`config.mk`:
```
export PLATFORM = sky130hd
export DESIGN_NAME = clksync_rx
export DESIGN_NICKNAME = d
export VERILOG_FILES = /design/src/rtl/clksync_rx.sv
export SDC_FILE = /design/constraint.sdc
export NUM_CORES = 1
export LEC_CHECK = 0
export ABC_AREA = 1
export BUFFER_PORTS_ARGS = -buffer_cell sky130_fd_sc_hd__buf_2
export CORE_UTILIZATION = 55
export CTS_CLUSTER_DIAMETER = 50
export CTS_CLUSTER_SIZE = 14
export DETAILED_ROUTE_END_ITERATION = 10
export HOLD_SLACK_MARGIN = 0.05
export PLACE_DENSITY = 0.78
export SYNTH_ARGS = -nofsm -noshare
export SYNTH_HDL_FRONTEND = slang
export SYNTH_SLANG_ARGS = --single-unit
```
`constraint.sdc`:
```
create_clock -name clk -period 2.1 [get_ports clk]
set_clock_uncertainty 0.2 [all_clocks]
set_input_delay 0.42 -clock clk [delete_from_list [all_inputs] [get_ports clk]]
set_output_delay 0.42 -clock clk [all_outputs]
set_load 0.05 [all_outputs]
```
`src/rtl/clksync_rx.sv`:
```
module clksync_rx #(
  parameter int DATA_W = 8,
  parameter int DIV_W  = 8
) (
  input  logic              clk,
  input  logic              rst_n,
  input  logic              mode_master,
  input  logic [DIV_W-1:0]  clk_div,
  input  logic              peer_rdy_n,
  input  logic              sclk_in,
  input  logic              sdata_in,
  output logic              sclk_out,
  output logic              rdy_n_out,
  input  logic              rd_stb,
  input  logic              ovr_clr,
  output logic [DATA_W-1:0] rx_data,
  output logic              buf_full,
  output logic              rx_irq,
  output logic              ovr_err
);

  localparam int CNT_W = (DATA_W > 1) ? $clog2(DATA_W) : 1;
  localparam logic [CNT_W-1:0] LAST = CNT_W'(DATA_W - 1);

  logic [2:0]        sck_s;
  logic [1:0]        din_s;
  logic [1:0]        rdy_s;
  logic              mode_q;
  logic [DATA_W-1:0] shreg;
  logic [CNT_W-1:0]  bitcnt;
  logic              mst_act;
  logic [DIV_W-1:0]  div_cnt;
  logic              sclk_r;

  wire s_rise   = sck_s[1] & ~sck_s[2];
  wire div_hit  = (div_cnt == clk_div);
  wire m_rise   = mst_act & div_hit & ~sclk_r;
  wire shift_ev = mode_master ? m_rise : s_rise;
  wire last_bit = shift_ev & (bitcnt == LAST);
  wire accept   = last_bit & (~buf_full | rd_stb);
  wire overrun  = last_bit & buf_full & ~rd_stb;
  wire [DATA_W-1:0] next_sh = {din_s[1], shreg[DATA_W-1:1]};

  assign sclk_out  = sclk_r;
  assign rdy_n_out = mode_master | buf_full;

  always_ff @(posedge clk or negedge rst_n) begin
    if (!rst_n) begin
      sck_s  <= 3'b111;
      din_s  <= 2'b00;
      rdy_s  <= 2'b11;
      mode_q <= 1'b0;
    end else begin
      sck_s  <= {sck_s[1:0], sclk_in};
      din_s  <= {din_s[0], sdata_in};
      rdy_s  <= {rdy_s[0], peer_rdy_n};
      mode_q <= mode_master;
    end
  end

  always_ff @(posedge clk or negedge rst_n) begin
    if (!rst_n) begin
      mst_act <= 1'b0;
      div_cnt <= '0;
      sclk_r  <= 1'b1;
    end else if (!mode_master || !mst_act) begin
      sclk_r  <= 1'b1;
      div_cnt <= '0;
      mst_act <= mode_master & mode_q & ~rdy_s[1];
    end else if (div_hit) begin
      div_cnt <= '0;
      sclk_r  <= ~sclk_r;
      if (m_rise && bitcnt == LAST) mst_act <= 1'b0;
    end else begin
      div_cnt <= div_cnt + 1'b1;
    end
  end

  always_ff @(posedge clk or negedge rst_n) begin
    if (!rst_n) begin
      shreg  <= '0;
      bitcnt <= '0;
    end else if (mode_q != mode_master) begin
      bitcnt <= '0;
    end else if (shift_ev) begin
      shreg  <= next_sh;
      bitcnt <= last_bit ? '0 : bitcnt + 1'b1;
    end
  end

  always_ff @(posedge clk or negedge rst_n) begin
    if (!rst_n) begin
      rx_data  <= '0;
      buf_full <= 1'b0;
      rx_irq   <= 1'b0;
      ovr_err  <= 1'b0;
    end else begin
      rx_irq <= accept;
      if (accept) begin
        rx_data  <= next_sh;
        buf_full <= 1'b1;
      end else if (rd_stb) begin
        buf_full <= 1'b0;
      end
      if (overrun)      ovr_err <= 1'b1;
      else if (ovr_clr) ovr_err <= 1'b0;
    end
  end

endmodule

```
==> results of run 1 <==
[worst register-to-register path: cells and delay by family, from the launching register on]
kind / cells / cell delay [ps]
and+or+nand+nor: 9 / 1020
DFF: 1 / 440
buffers and inverters: 1 / 80
[layout by cell type, fill, tap and decap left out]
master and count:
sky130_fd_sc_hd__a31oi_1 1, sky130_fd_sc_hd__nand2_2 1, sky130_fd_sc_hd__nand3_1 12, sky130_fd_sc_hd__clkbuf_4 5
sky130_fd_sc_hd__nor2_2 3, sky130_fd_sc_hd__nand3b_1 2, sky130_fd_sc_hd__nand4_1 10, sky130_fd_sc_hd__nor3_1 2
sky130_fd_sc_hd__buf_12 1, sky130_fd_sc_hd__buf_2 28, sky130_fd_sc_hd__dfrtp_1 33, sky130_fd_sc_hd__dfstp_2 6
sky130_fd_sc_hd__clkinv_1 1, sky130_fd_sc_hd__nand2_1 67, sky130_fd_sc_hd__nand3_4 1, sky130_fd_sc_hd__inv_1 20
sky130_fd_sc_hd__dlygate4sd3_1 6, sky130_fd_sc_hd__clkinv_2 1, sky130_fd_sc_hd__o21ai_1 1, sky130_fd_sc_hd__o21ai_0 2
sky130_fd_sc_hd__clkbuf_1 2, sky130_fd_sc_hd__xor2_1 2, sky130_fd_sc_hd__nor2_1 10, sky130_fd_sc_hd__ha_1 4
sky130_fd_sc_hd__nand4_2 1, sky130_fd_sc_hd__nor3b_1 4, sky130_fd_sc_hd__nand2_4 1, sky130_fd_sc_hd__xnor2_1 3
[layout make-up]
type | instances | area [sq um]
fill | 257 | 992
clock buffer | 7 | 45.0
inverter | 21 | 78.8
clock inverter | 1 | 5.00
multi-input combinational | 127 | 648
sequential | 39 | 983
timing repair buffer | 35 | 220
tap | 44 | 55.1
[worst min-delay path by stage]
stage              from        end  slack, ps  cells past startpoint
4_1_cts        din_s[0]   din_s[1]        160                      0
3_3_place_gp   din_s[0]   din_s[1]        130                      0
6_report       din_s[0]   din_s[1]        160                      0
2_1_floorplan     rst_n  bitcnt[0]        -80                      0
3_5_place_dp   din_s[0]   din_s[1]        140                      0
5_1_grt        sck_s[0]   sck_s[1]        170                      0
[routing by layer]
layer / vias to the layer above / global-route usage [%] / wire [um]
met2: 23 / 31.5 / 1300
met3: 7 / 4.69 / 79
met5: - / 0 / 0
met1: 612 / 25.7 / 1460
met4: 0 / 12.2 / 62
li1: 686 / - / -
[power by group through the flow]
stage / Combinational, mW / Clock [mW] / Sequential, mW
after floorplan: 0.0680 / 0 / 0.829
after global placement: 0.109 / 0 / 0.837
after detailed placement: 0.111 / 0 / 0.837
after CTS: 0.120 / 0.375 / 0.823
after global routing: 0.136 / 0.403 / 0.830
final: 0.118 / 0.358 / 0.824
[registers in the layout (all words and copies together), names as in the netlist, 2 cells and up]
name and count:
sck_s 3, din_s 2, rx_data 8, div_cnt 8, bitcnt 3, shreg 7, rdy_s 2
[stage by stage]
stage	instance area [sq um]	util, %	power, mW	cells
6_report	2040	67.2	1.30	274
5_1_grt	2040	67.2	1.37	274
4_1_cts	2040	67.2	1.32	274
3_5_place_dp	1930	63.6	0.948	260
3_3_place_gp	1930	63.6	0.946	260
2_1_floorplan	1740	-	0.898	191
[cells by family after synthesis]
kind of cell,after synthesis,share of synthesized area [%]
AND/OR/NAND/NOR,114,30.6
adder cells (fa/ha/maj),4,2.87
AO/OA/AOI/OAI,4,1.22
XOR/XNOR,5,2.51
flip-flops,39,56.5
buffers and inverters,25,6.32
[repair_timing]
action / 4_1_cts / 5_1_grt
endpoints found under the hold margin: 23 / 0
setup endpoints to repair: 0 / 0
hold buffers: 6 / 0
==> PnR_summary.wiki, run 1 <==
{| class="wikitable"
! Metric !! Value
|-
| Startpoint kind of the worst setup timing path || flip-flop
|-
| Switching portion of total power || 25.2%
|-
| Clock transition at the registers of the reported paths || 110 ps
|-
| Antenna diode instance count || 0
|-
| Setup repair after global routing missed its margin || no
|-
| P_int || 0.972 mW
|-
| Fin worst setup slack || 263 ps
|-
| Number of setup violations in the final report || 0
|-
| Worst setup path end || rx_data[2]
|-
| Number of I/O port buffers || 28
|-
| Status || complete, no violations
|-
| List of most frequent post-synthesis cells || 67 x sky130_fd_sc_hd__nand2_1, 33 x sky130_fd_sc_hd__dfrtp_1, 20 x sky130_fd_sc_hd__inv_1
|-
| Nets || 249
|-
| Antenna violations before repair || 0
|-
| Die Y || 58.3 um
|-
| Total GRT Usage || 20.2%
|-
| Via count of the first global-routing pass || 1175
|-
| Total wire length || 2.89 mm
|-
| Type of the most critical hold path || flip-flop to flip-flop
|-
| Number of max-slew violations in the final report || 0
|-
| Final hold violation count || 0
|-
| Worst slew margin relative to its limit || 70.1%
|-
| Syn nets || 211
|-
| Effective utilization at floorplan || 57.5%
|-
| FF-to-FF End || rx_data[2]
|-
| Area delta synth->final || 16.9%
|-
| Count of buffer and inverter cells on the critical path || 1
|-
| Setup slack of the most critical reg-to-reg path || 260 ps
|-
| Maxcap violations || 0
|-
| Primary flip-flop cell chosen by synthesis mapping || sky130_fd_sc_hd__dfrtp_1
|-
| Setup Slack @ Placement || 199 ps
|-
| Seq cells post-synth || 39
|-
| Required time of the critical path || 2140 ps
|-
| Slowest cell delay on critical path || 440 ps
|-
| Top delay family on crit path || simple AND/OR/NAND/NOR gates
|-
| Crit-path slowest cell || sky130_fd_sc_hd__dfrtp_1
|-
| Largest net degree at the start of global routing || 23
|-
| Io pins || 29
|-
| Cell repeated most along the worst path || sky130_fd_sc_hd__nand2_1
|-
| Number of warning messages in the yosys log || 0
|-
| Worst Path Class, Setup || flip-flop to flip-flop
|-
| Clock buffers created by TritonCTS || 5
|-
| Number of standard cells after synthesis || 191
|-
| Cts repair resizes || 0
|-
| Post-Route Setup TNS || 0 ps
|-
| Worst slew pin tran || 448 ps
|-
| Mean instance size in the synthesized netlist || 9.12 sq um
|-
| Full die area || 3400 sq um
|-
| Critical Path Stages || 10
|-
| Antenna Nets Post-Route || 0
|-
| Total DRC errors in the routed layout || 0
|-
| Series of cell instances along the critical path || inv_1, nand2_1, nand2_1, nand2_1, nor2_2, nand4_2, nand2_4, nand3_4, nand2_1, nand2_1
|-
| # Post-CTS Setup Buffers || 0
|-
| Clock network fraction of total power || 27.5%
|-
| Cell Area, Synth || 1740 sq um
|-
| Origin of the critical flop-to-flop path || div_cnt[5]
|-
| Worst-case hold slack || 159 ps
|-
| Count of routing violations after the opening detailed-route iteration || 38
|-
| Worst-case clock buffer depth || 2
|-
| Power density of the placed cells || 639 nW/um^2
|-
| Part of the total power dissipated in sequential elements || 63.4%
|-
| Cell taking the most area after synthesis || sky130_fd_sc_hd__dfrtp_1
|-
| Core outline area || 3030 sq um
|-
| Most frequent cell after synthesis || sky130_fd_sc_hd__nand2_1
|-
| Row count || 20
|-
| Count of vias placed by the detailed router || 1328
|-
| Largest fanout on the critical path || 22
|-
| Sequential fraction of the synthesis area || 56.5%
|-
| Worst vdd ir || 0.439 mV
|-
| TritonCTS clock tree || done
|-
| P_sw || 0.328 mW
|-
| Number of enable flip-flop cells after synthesis || 0
|-
| Share of final-layout standard cells stronger than drive strength 1 || 20.9%
|-
| Critical Path AT || 1880 ps
|-
| CTS root buffer || sky130_fd_sc_hd__clkbuf_4
|-
| CTS sink cnt || 39
|-
| Pleak || 1.09 nW
|-
| Ranking of synthesized cells by area || sky130_fd_sc_hd__dfrtp_1 47%, sky130_fd_sc_hd__nand2_1 14%, sky130_fd_sc_hd__dfstp_2 9.1%
|-
| Number of cells on the worst reg-to-reg path || 10
|-
| Startpoint of the most critical setup path || div_cnt[5]
|-
| Number of distinct library cell variants in the gate-level netlist after synthesis || 25
|-
| Number of iterations in the first detailed-routing pass || 5
|-
| Placed wire-length estimate || 2.09 mm
|-
| Top achievable clock speed || 544 MHz
|-
| Async SR Flop Fraction || 100%
|-
| CTS H-tree depth || 2
|-
| Clock latency on the worst-skew pair || 340 ps
|-
| Horizontal die dimension || 58.3 um
|-
| Comb pwr share || 9.1%
|-
| Crit share post-route || 87.5%
|-
| Average wire per cell in the routed design || 10.6 um
|-
| Final GP Congestion || 0.798
|-
| Remaining global-route overflow || 0
|-
| Drt via density || 4.85
|-
| First-pass GRT wire length || 4.92 mm
|-
| Kind of end point of the critical path || flip-flop
|-
| Synth top area share || 47.4%
|-
| Final critical-path required period || 1840 ps
|}
Note: power is estimated with default switching activity, not from simulation.
==> run 2: changes to the inputs <==
- ABC_AREA: 1 -> default
- CORE_UTILIZATION: 55 -> 56
==> PnR_summary.wiki, run 2 <==
{| class="wikitable"
! Metric !! Value
|-
| Status || complete, but fails checks (was complete, no violations)
|-
| Failing checks || setup timing
|-
| Cell Area, Synth || 2010 sq um (was 1740 sq um)
|-
| Row count || 21 (was 20)
|-
| Power density of the placed cells || 545 nW/um^2 (was 639 nW/um^2)
|-
| CTS sink cnt || 39 (unchanged)
|-
| Async SR Flop Fraction || 100% (unchanged)
|-
| Required time of the critical path || 2130 ps (was 2140 ps)
|-
| Via count of the first global-routing pass || 1615 (was 1175)
|-
| Die Y || 61.8 um (was 58.3 um)
|-
| Largest net degree at the start of global routing || 40 (was 23)
|-
| Effective utilization at floorplan || 59.2% (was 57.5%)
|-
| Number of setup violations in the final report || 2 (was 0)
|-
| Number of warning messages in the yosys log || 0 (unchanged)
|-
| Remaining global-route overflow || 0 (unchanged)
|-
| Clock buffers created by TritonCTS || 5 (unchanged)
|-
| Number of enable flip-flop cells after synthesis || 0 (unchanged)
|-
| Worst slew pin tran || 512 ps (was 448 ps)
|-
| Mean instance size in the synthesized netlist || 10.5 sq um (was 9.12 sq um)
|-
| Count of routing violations after the opening detailed-route iteration || 143 (was 38)
|-
| Share of final-layout standard cells stronger than drive strength 1 || 33.2% (was 20.9%)
|-
| Worst-case clock buffer depth || 2 (unchanged)
|-
| Setup Slack @ Placement || -94.1 ps (was 199 ps)
|-
| TritonCTS clock tree || done (unchanged)
|-
| Setup repair after global routing missed its margin || yes (was no)
|-
| Antenna Nets Post-Route || 0 (unchanged)
|-
| Area delta synth->final || 25.8% (was 16.9%)
|-
| Final GP Congestion || 0.813 (was 0.798)
|-
| Placed wire-length estimate || 3.28 mm (was 2.09 mm)
|-
| Power after layout || 1.38 mW (was 1.30 mW)
|-
| CTS H-tree depth || 2 (unchanged)
|-
| Antenna diode instance count || 0 (unchanged)
|-
| Cell taking the most area after synthesis || sky130_fd_sc_hd__dfrtp_1 (unchanged)
|-
| Worst Path Class, Setup || flip-flop to flip-flop (unchanged)
|-
| Area occupied by registers || 985 sq um (was 983 sq um)
|-
| Placed Cells incl. Taps || 276 (was 260)
|-
| Final hold violation count || 0 (unchanged)
|-
| Kind of end point of the critical path || flip-flop (unchanged)
|-
| Final standard cell count with taps included and fillers excluded || 296 (was 274)
|-
| Clock transition at the registers of the reported paths || 110 ps (about the same)
|-
| Number of iterations in the first detailed-routing pass || 6 (was 5)
|-
| Pleak || 1.21 nW (was 1.09 nW)
|-
| Total wire length || 5.15 mm (was 2.89 mm)
|-
| Most frequent cells in the layout || 32 x sky130_fd_sc_hd__dfrtp_1, 28 x sky130_fd_sc_hd__buf_2, 23 x sky130_fd_sc_hd__nand3_1, 22 x sky130_fd_sc_hd__buf_4, 20 x sky130_fd_sc_hd__nand2_1 (was 67 x sky130_fd_sc_hd__nand2_1, 33 x sky130_fd_sc_hd__dfrtp_1, 28 x sky130_fd_sc_hd__buf_2, 20 x sky130_fd_sc_hd__inv_1, 12 x sky130_fd_sc_hd__nand3_1)
|-
| Drt via density || 6.02 (was 4.85)
|-
| List of most frequent post-synthesis cells || 33 x sky130_fd_sc_hd__dfrtp_1, 23 x sky130_fd_sc_hd__nand3_1, 20 x sky130_fd_sc_hd__nand2_1 (was 67 x sky130_fd_sc_hd__nand2_1, 33 x sky130_fd_sc_hd__dfrtp_1, 20 x sky130_fd_sc_hd__inv_1)
|-
| First-pass GRT wire length || 7.56 mm (was 4.92 mm)
|-
| Clock latency on the worst-skew pair || 360 ps (was 340 ps)
|-
| Total GRT Usage || 28.1% (was 20.2%)
|-
| Startpoint kind of the worst setup timing path || flip-flop (unchanged)
|-
| Maxcap violations || 0 (unchanged)
|-
| Fill cells || 232 (was 257)
|-
| Fin worst setup slack || -15.1 ps (was 263 ps)
|-
| Number of I/O port buffers || 28 (unchanged)
|-
| Nets || 269 (was 249)
|-
| Horizontal die dimension || 61.8 um (was 58.3 um)
|-
| Total DRC errors in the routed layout || 0 (unchanged)
|-
| Count of vias placed by the detailed router || 1782 (was 1328)
|-
| Crit share post-route || 101% (was 87.5%)
|-
| Primary flip-flop cell chosen by synthesis mapping || sky130_fd_sc_hd__dfrtp_1 (unchanged)
|-
| Sequential fraction of the synthesis area || 49.0% (was 56.5%)
|-
| Antenna violations before repair || 0 (unchanged)
|-
| Seq cells post-synth || 39 (unchanged)
|-
| Number of max-slew violations in the final report || 0 (unchanged)
|-
| Average wire per cell in the routed design || 17.4 um (was 10.6 um)
|-
| Worst vdd ir || 0.358 mV (was 0.439 mV)
|-
| CTS root buffer || sky130_fd_sc_hd__clkbuf_4 (unchanged)
|-
| Final critical-path required period || 2120 ps (was 1840 ps)
|-
| Largest fanout on the critical path || 8 (was 22)
|-
| Area used by multi-input combinational logic || 977 sq um (was 648 sq um)
|-
| Syn nets || 211 (unchanged)
|-
| Ranking of synthesized cells by area || sky130_fd_sc_hd__dfrtp_1 41%, sky130_fd_sc_hd__dfstp_2 7.9%, sky130_fd_sc_hd__nand3_1 5.7% (was sky130_fd_sc_hd__dfrtp_1 47%, sky130_fd_sc_hd__nand2_1 14%, sky130_fd_sc_hd__dfstp_2 9.1%)
|-
| Io pins || 29 (unchanged)
|-
| Top achievable clock speed || 473 MHz (was 544 MHz)
|-
| Number of standard cells after synthesis || 191 (unchanged)
|-
| Leading registers by flop count || div_cnt x8, rx_data x8, shreg x7 (unchanged)
|-
| Synth top area share || 41.2% (was 47.4%)
|-
| Core outline area || 3390 sq um (was 3030 sq um)
|-
| Critical Path AT || 2150 ps (was 1880 ps)
|-
| Type of the most critical hold path || flip-flop to flip-flop (unchanged)
|-
| Number of distinct library cell variants in the gate-level netlist after synthesis || 35 (was 25)
|-
| Most frequent cell after synthesis || sky130_fd_sc_hd__dfrtp_1 (was sky130_fd_sc_hd__nand2_1)
|-
| Leading cell type in the layout, fill and taps excluded || sky130_fd_sc_hd__dfrtp_1 (was sky130_fd_sc_hd__nand2_1)
|-
| Worst slew margin relative to its limit || 65.9% (was 70.1%)
|-
| Full die area || 3820 sq um (was 3400 sq um)
|}
==> run 2: worst max-delay path, cell delays in order, from the launching register on <==
cell                      delay, ps
sky130_fd_sc_hd__dfrtp_2        450
sky130_fd_sc_hd__xor2_2         150
sky130_fd_sc_hd__or4_4          600
sky130_fd_sc_hd__buf_4          170
sky130_fd_sc_hd__nor2_4         180
sky130_fd_sc_hd__buf_6          160
sky130_fd_sc_hd__nor3_1          70
==> run 2: power breakdown <==
part | total [mW] | switching [mW] | internal (mW)
logic | 0.196 | 0.113 | 0.0828
clock network | 0.380 | 0.251 | 0.129
registers | 0.799 | 0.0201 | 0.779
total | 1.38 | 0.384 | 0.991
==> run 2: layout make-up <==
cell class              count  share of cell area (%)
well taps                  46                    2.28
flip-flops and latches     39                    39.0
clock inverters             2                   0.496
repair buffers             59                    16.2
multi-input cells         133                    38.7
inverters                  11                    1.64
clock buffers               6                    1.64
==> run 2: routing by layer <==
layer  routed length [um]  part of all wire [%]  global-route usage [%]
met1                 2030                    39                    32.9
met2                 2790                    54                    47.5
met3                  242                   4.7                    7.25
met4                   79                   1.5                    14.6
met5                    0                     0                       0
==> run 2: cell families (layout without fill, tap and decap cells) <==
| logic type | count (synthesis) | in the layout | synth area share [%] |
|---|---|---|---|
| simple gates | 82 | 83 | 24.2 |
| flops | 39 | 39 | 49.0 |
| compound gates | 31 | 31 | 13.4 |
| buf+inv | 20 | 78 | 3.87 |
| xor+xnor | 14 | 14 | 6.49 |
| fa+ha+maj | 4 | 4 | 2.50 |
| mux | 1 | 1 | 0.499 |
==> run 2: stage by stage <==
| stage | hold WS (ps) | area, sq um | TNS (ps) | util, % |
|---|---|---|---|---|
| 6_report | 157 | 2520 | -26.8 | 74.5 |
| 5_1_grt | 169 | 2520 | -962 | 74.5 |
| 4_1_cts | 53.6 | 2420 | 0 | 71.5 |
| 3_5_place_dp | 136 | 2330 | -1320 | 68.7 |
| 3_3_place_gp | 134 | 2330 | -642 | 68.7 |
| 2_1_floorplan | -75.6 | 2010 | 0 | - |
==> run 2: final timing paths <==
kind	endpoint	start	slack (ps)	cells past startpoint
setup / recovery	div_cnt[2]	div_cnt[2]	-20	6
hold / removal	din_s[1]	din_s[0]	160	0
setup reg to reg	div_cnt[2]	div_cnt[2]	-20	6
hold reg to reg	din_s[1]	din_s[0]	160	0
max in group asynchronous	rdy_s[1]	rst_n	900	3
min in group asynchronous	shreg[6]	rst_n	430	3
==> run 2: timing repair <==
item,CTS,global route
hold buffers,4,1
setup endpoints to repair,0,18
resized for setup,0,8
buffers inserted,0,6
endpoints found under the hold margin,36,1
==> run 3: changes to the inputs <==
- ABC_AREA: default -> 1
- CORE_UTILIZATION: 56 -> 50
- PLACE_DENSITY: 0.78 -> 0.72
- SLEW_MARGIN: default -> 20
==> PnR_summary.wiki, run 3 (same netlist as run 1, synthesis figures left out) <==
{| class="wikitable"
! Metric !! Value
|-
| Average wire per cell in the routed design || 10.3 um (was 17.4 um)
|-
| Worst vdd ir || 0.510 mV (was 0.358 mV)
|-
| Pleak || 1.10 nW (was 1.21 nW)
|-
| FF-to-FF End || rx_data[2] (was div_cnt[2])
|-
| Final hold violation count || 0 (unchanged)
|-
| Final GP Congestion || 0.804 (was 0.813)
|-
| Placed wire-length estimate || 1.98 mm (was 3.28 mm)
|-
| Effective utilization at floorplan || 52.2% (was 59.2%)
|-
| Via count of the first global-routing pass || 1142 (was 1615)
|-
| Clock transition at the registers of the reported paths || 110 ps (about the same)
|-
| Cts repair resizes || 0 (unchanged)
|-
| Switching portion of total power || 23.1% (was 27.9%)
|-
| Series of cell instances along the critical path || xnor2_1, nand2_1, nor2_2, nand4_2, nand2_4, nand3_4, nand2_1, nand2_1 (was xor2_2, or4_4, buf_4, nor2_4, buf_6, nor3_1)
|-
| Antenna violations before repair || 0 (unchanged)
|-
| Clock network fraction of total power || 35.5% (was 27.6%)
|-
| Comb pwr share || 8.1% (was 14.3%)
|-
| Met3 Resource Use GR || 4.41% (was 7.25%)
|-
| Worst setup path end || rx_data[2] (was div_cnt[2])
|-
| Die Y || 61.0 um (was 61.8 um)
|-
| Antenna diode instance count || 0 (unchanged)
|-
| Leading cell type in the layout, fill and taps excluded || sky130_fd_sc_hd__nand2_1 (was sky130_fd_sc_hd__dfrtp_1)
|-
| Worst slew margin relative to its limit || 68.5% (was 65.9%)
|-
| Clock buffers created by TritonCTS || 5 (unchanged)
|-
| Worst Path Class, Setup || flip-flop to flip-flop (unchanged)
|-
| Part of the total power dissipated in sequential elements || 56.4% (was 58.1%)
|-
| Cell repeated most along the worst path || sky130_fd_sc_hd__nand2_1
|-
| CTS root buffer || sky130_fd_sc_hd__clkbuf_4 (unchanged)
|-
| Number of hold-repair buffers added at the cts stage || 6 (was 4)
|-
| Area delta synth->final || 19.1% (was 25.8%)
|-
| CTS H-tree depth || 2 (unchanged)
|-
| Count of vias placed by the detailed router || 1302 (was 1782)
|-
| Most frequent cells in the layout || 67 x sky130_fd_sc_hd__nand2_1, 33 x sky130_fd_sc_hd__dfrtp_1, 28 x sky130_fd_sc_hd__buf_2, 20 x sky130_fd_sc_hd__inv_1, 12 x sky130_fd_sc_hd__nand3_1 (was 32 x sky130_fd_sc_hd__dfrtp_1, 28 x sky130_fd_sc_hd__buf_2, 23 x sky130_fd_sc_hd__nand3_1, 22 x sky130_fd_sc_hd__buf_4, 20 x sky130_fd_sc_hd__nand2_1)
|-
| Setup repair after global routing missed its margin || no (was yes)
|-
| Met2 Track Usage GR || 25.0% (was 47.5%)
|-
| Post-DP Area || 1930 sq um (was 2330 sq um)
|-
| Drt via density || 4.72 (was 6.02)
|-
| Top achievable clock speed || 548 MHz (was 473 MHz)
|-
| First-pass GRT wire length || 4.87 mm (was 7.56 mm)
|-
| Startpoint kind of the worst setup timing path || flip-flop (unchanged)
|-
| Crit-path slowest cell || sky130_fd_sc_hd__dfrtp_1 (was sky130_fd_sc_hd__or4_4)
|-
| Full die area || 3720 sq um (was 3820 sq um)
|-
| Setup slack of the most critical reg-to-reg path || 270 ps (was -20 ps)
|-
| Origin of the critical flop-to-flop path || div_cnt[6] (was div_cnt[2])
|-
| Met1 demand-to-capacity share in global routing || 26.3% (was 32.9%)
|-
| P_int || 1.12 mW (was 0.991 mW)
|-
| Largest fanout on the critical path || 22 (was 8)
|-
| TritonCTS clock tree || done (unchanged)
|-
| Worst slew pin tran || 473 ps (was 512 ps)
|-
| Kind of end point of the critical path || flip-flop (unchanged)
|-
| Horizontal die dimension || 61.0 um (was 61.8 um)
|-
| Number of iterations in the first detailed-routing pass || 4 (was 6)
|-
| Number of I/O port buffers || 28 (unchanged)
|-
| Worst-case clock buffer depth || 2 (unchanged)
|-
| Critical Path AT || 1870 ps (was 2150 ps)
|-
| Final critical-path required period || 1830 ps (was 2120 ps)
|-
| Required time of the critical path || 2140 ps (was 2130 ps)
|-
| Total GRT Usage || 18.3% (was 28.1%)
|-
| Share of final-layout standard cells stronger than drive strength 1 || 21.7% (was 33.2%)
|-
| Most used routing layer || met1 (was met2)
|-
| CTS sink cnt || 39 (unchanged)
|-
| Worst-case hold slack || 159 ps (was 157 ps)
|-
| Core outline area || 3340 sq um (was 3390 sq um)
|-
| Startpoint of the most critical setup path || div_cnt[6] (was div_cnt[2])
|-
| Nets || 249 (was 269)
|-
| Antenna Nets Post-Route || 0 (unchanged)
|-
| Slowest cell delay on critical path || 440 ps (was 600 ps)
|-
| Hold path startpoint || din_s[0] (unchanged)
|-
| Power after layout || 1.46 mW (was 1.38 mW)
|-
| Largest net degree at the start of global routing || 40 (unchanged)
|-
| Leading registers by flop count || div_cnt x8, rx_data x8, shreg x7 (unchanged)
|-
| Number of cells on the worst reg-to-reg path || 8 (was 6)
|-
| Total wire length || 2.85 mm (was 5.15 mm)
|-
| Row count || 21 (unchanged)
|-
| Number of max-slew violations in the final report || 0 (unchanged)
|-
| Count of routing violations after the opening detailed-route iteration || 54 (was 143)
|-
| # Post-CTS Setup Buffers || 0 (unchanged)
|-
| Maxcap violations || 0 (unchanged)
|-
| Number of setup violations in the final report || 0 (was 2)
|-
| Crit share post-route || 87.0% (was 101%)
|-
| Post-Route Setup TNS || 0 ps (was -26.8 ps)
|-
| Status || complete, no violations (was complete, but fails checks)
|-
| Io pins || 29 (unchanged)
|-
| Clock latency on the worst-skew pair || 340 ps (was 360 ps)
|-
| Power density of the placed cells || 704 nW/um^2 (was 545 nW/um^2)
|-
| Final std cell area, no fill || 2070 sq um (was 2520 sq um)
|-
| P_sw || 0.337 mW (was 0.384 mW)
|-
| Total DRC errors in the routed layout || 0 (unchanged)
|-
| Remaining global-route overflow || 0 (unchanged)
|-
| Type of the most critical hold path || flip-flop to flip-flop (unchanged)
|}
==> run 3: power by group through the flow <==
stage	Clock, mW	Sequential, mW	Combinational, mW
after floorplan	0	0.829	0.0680
after global placement	0	0.836	0.109
after detailed placement	0	0.838	0.112
after CTS	0.532	0.824	0.121
after global routing	0.566	0.830	0.139
final	0.519	0.824	0.118
==> run 3: how the worst min path moves through the flow <==
stage | slack, ps | endpoint | cells past startpoint
3_5_place_dp | 140 | din_s[1] | 0
4_1_cts | 160 | din_s[1] | 0
6_report | 160 | din_s[1] | 0
5_1_grt | 170 | sck_s[1] | 0
3_3_place_gp | 130 | din_s[1] | 0
2_1_floorplan | -80 | bitcnt[0] | 0
==> run 3: layout make-up <==
class | count | area, sq um
repair buffers | 35 | 220
fillers | 297 | 1260
multi-input cells | 127 | 648
flip-flops and latches | 39 | 983
clock inverters | 2 | 35.0
inverters | 21 | 78.8
well taps | 46 | 57.6
clock buffers | 6 | 51.3
==> run 3: through the flow <==
| stage | setup slack, ps | util, % | std cells |
|---|---|---|---|
| after floorplan | 408 | - | 191 |
| after global placement | 230 | 57.8 | 262 |
| after detailed placement | 188 | 57.8 | 262 |
| after CTS | 247 | 62.2 | 276 |
| after global routing | 81.8 | 62.2 | 276 |
| final | 274 | 62.2 | 276 |
==> run 3: layer usage <==
| layer | share of wire [%] | vias up |
|---|---|---|
| li1 | - | 684 |
| met1 | 53 | 579 |
| met2 | 41 | 31 |
| met3 | 3.8 | 8 |
| met4 | 2.1 | 0 |
| met5 | 0 | - |
==> run 3: critical path: cells and delay by family, from the launching register on <==
kind,cells,cell delay (ps)
xor+xnor,1,170
flops,1,440
simple gates,7,930
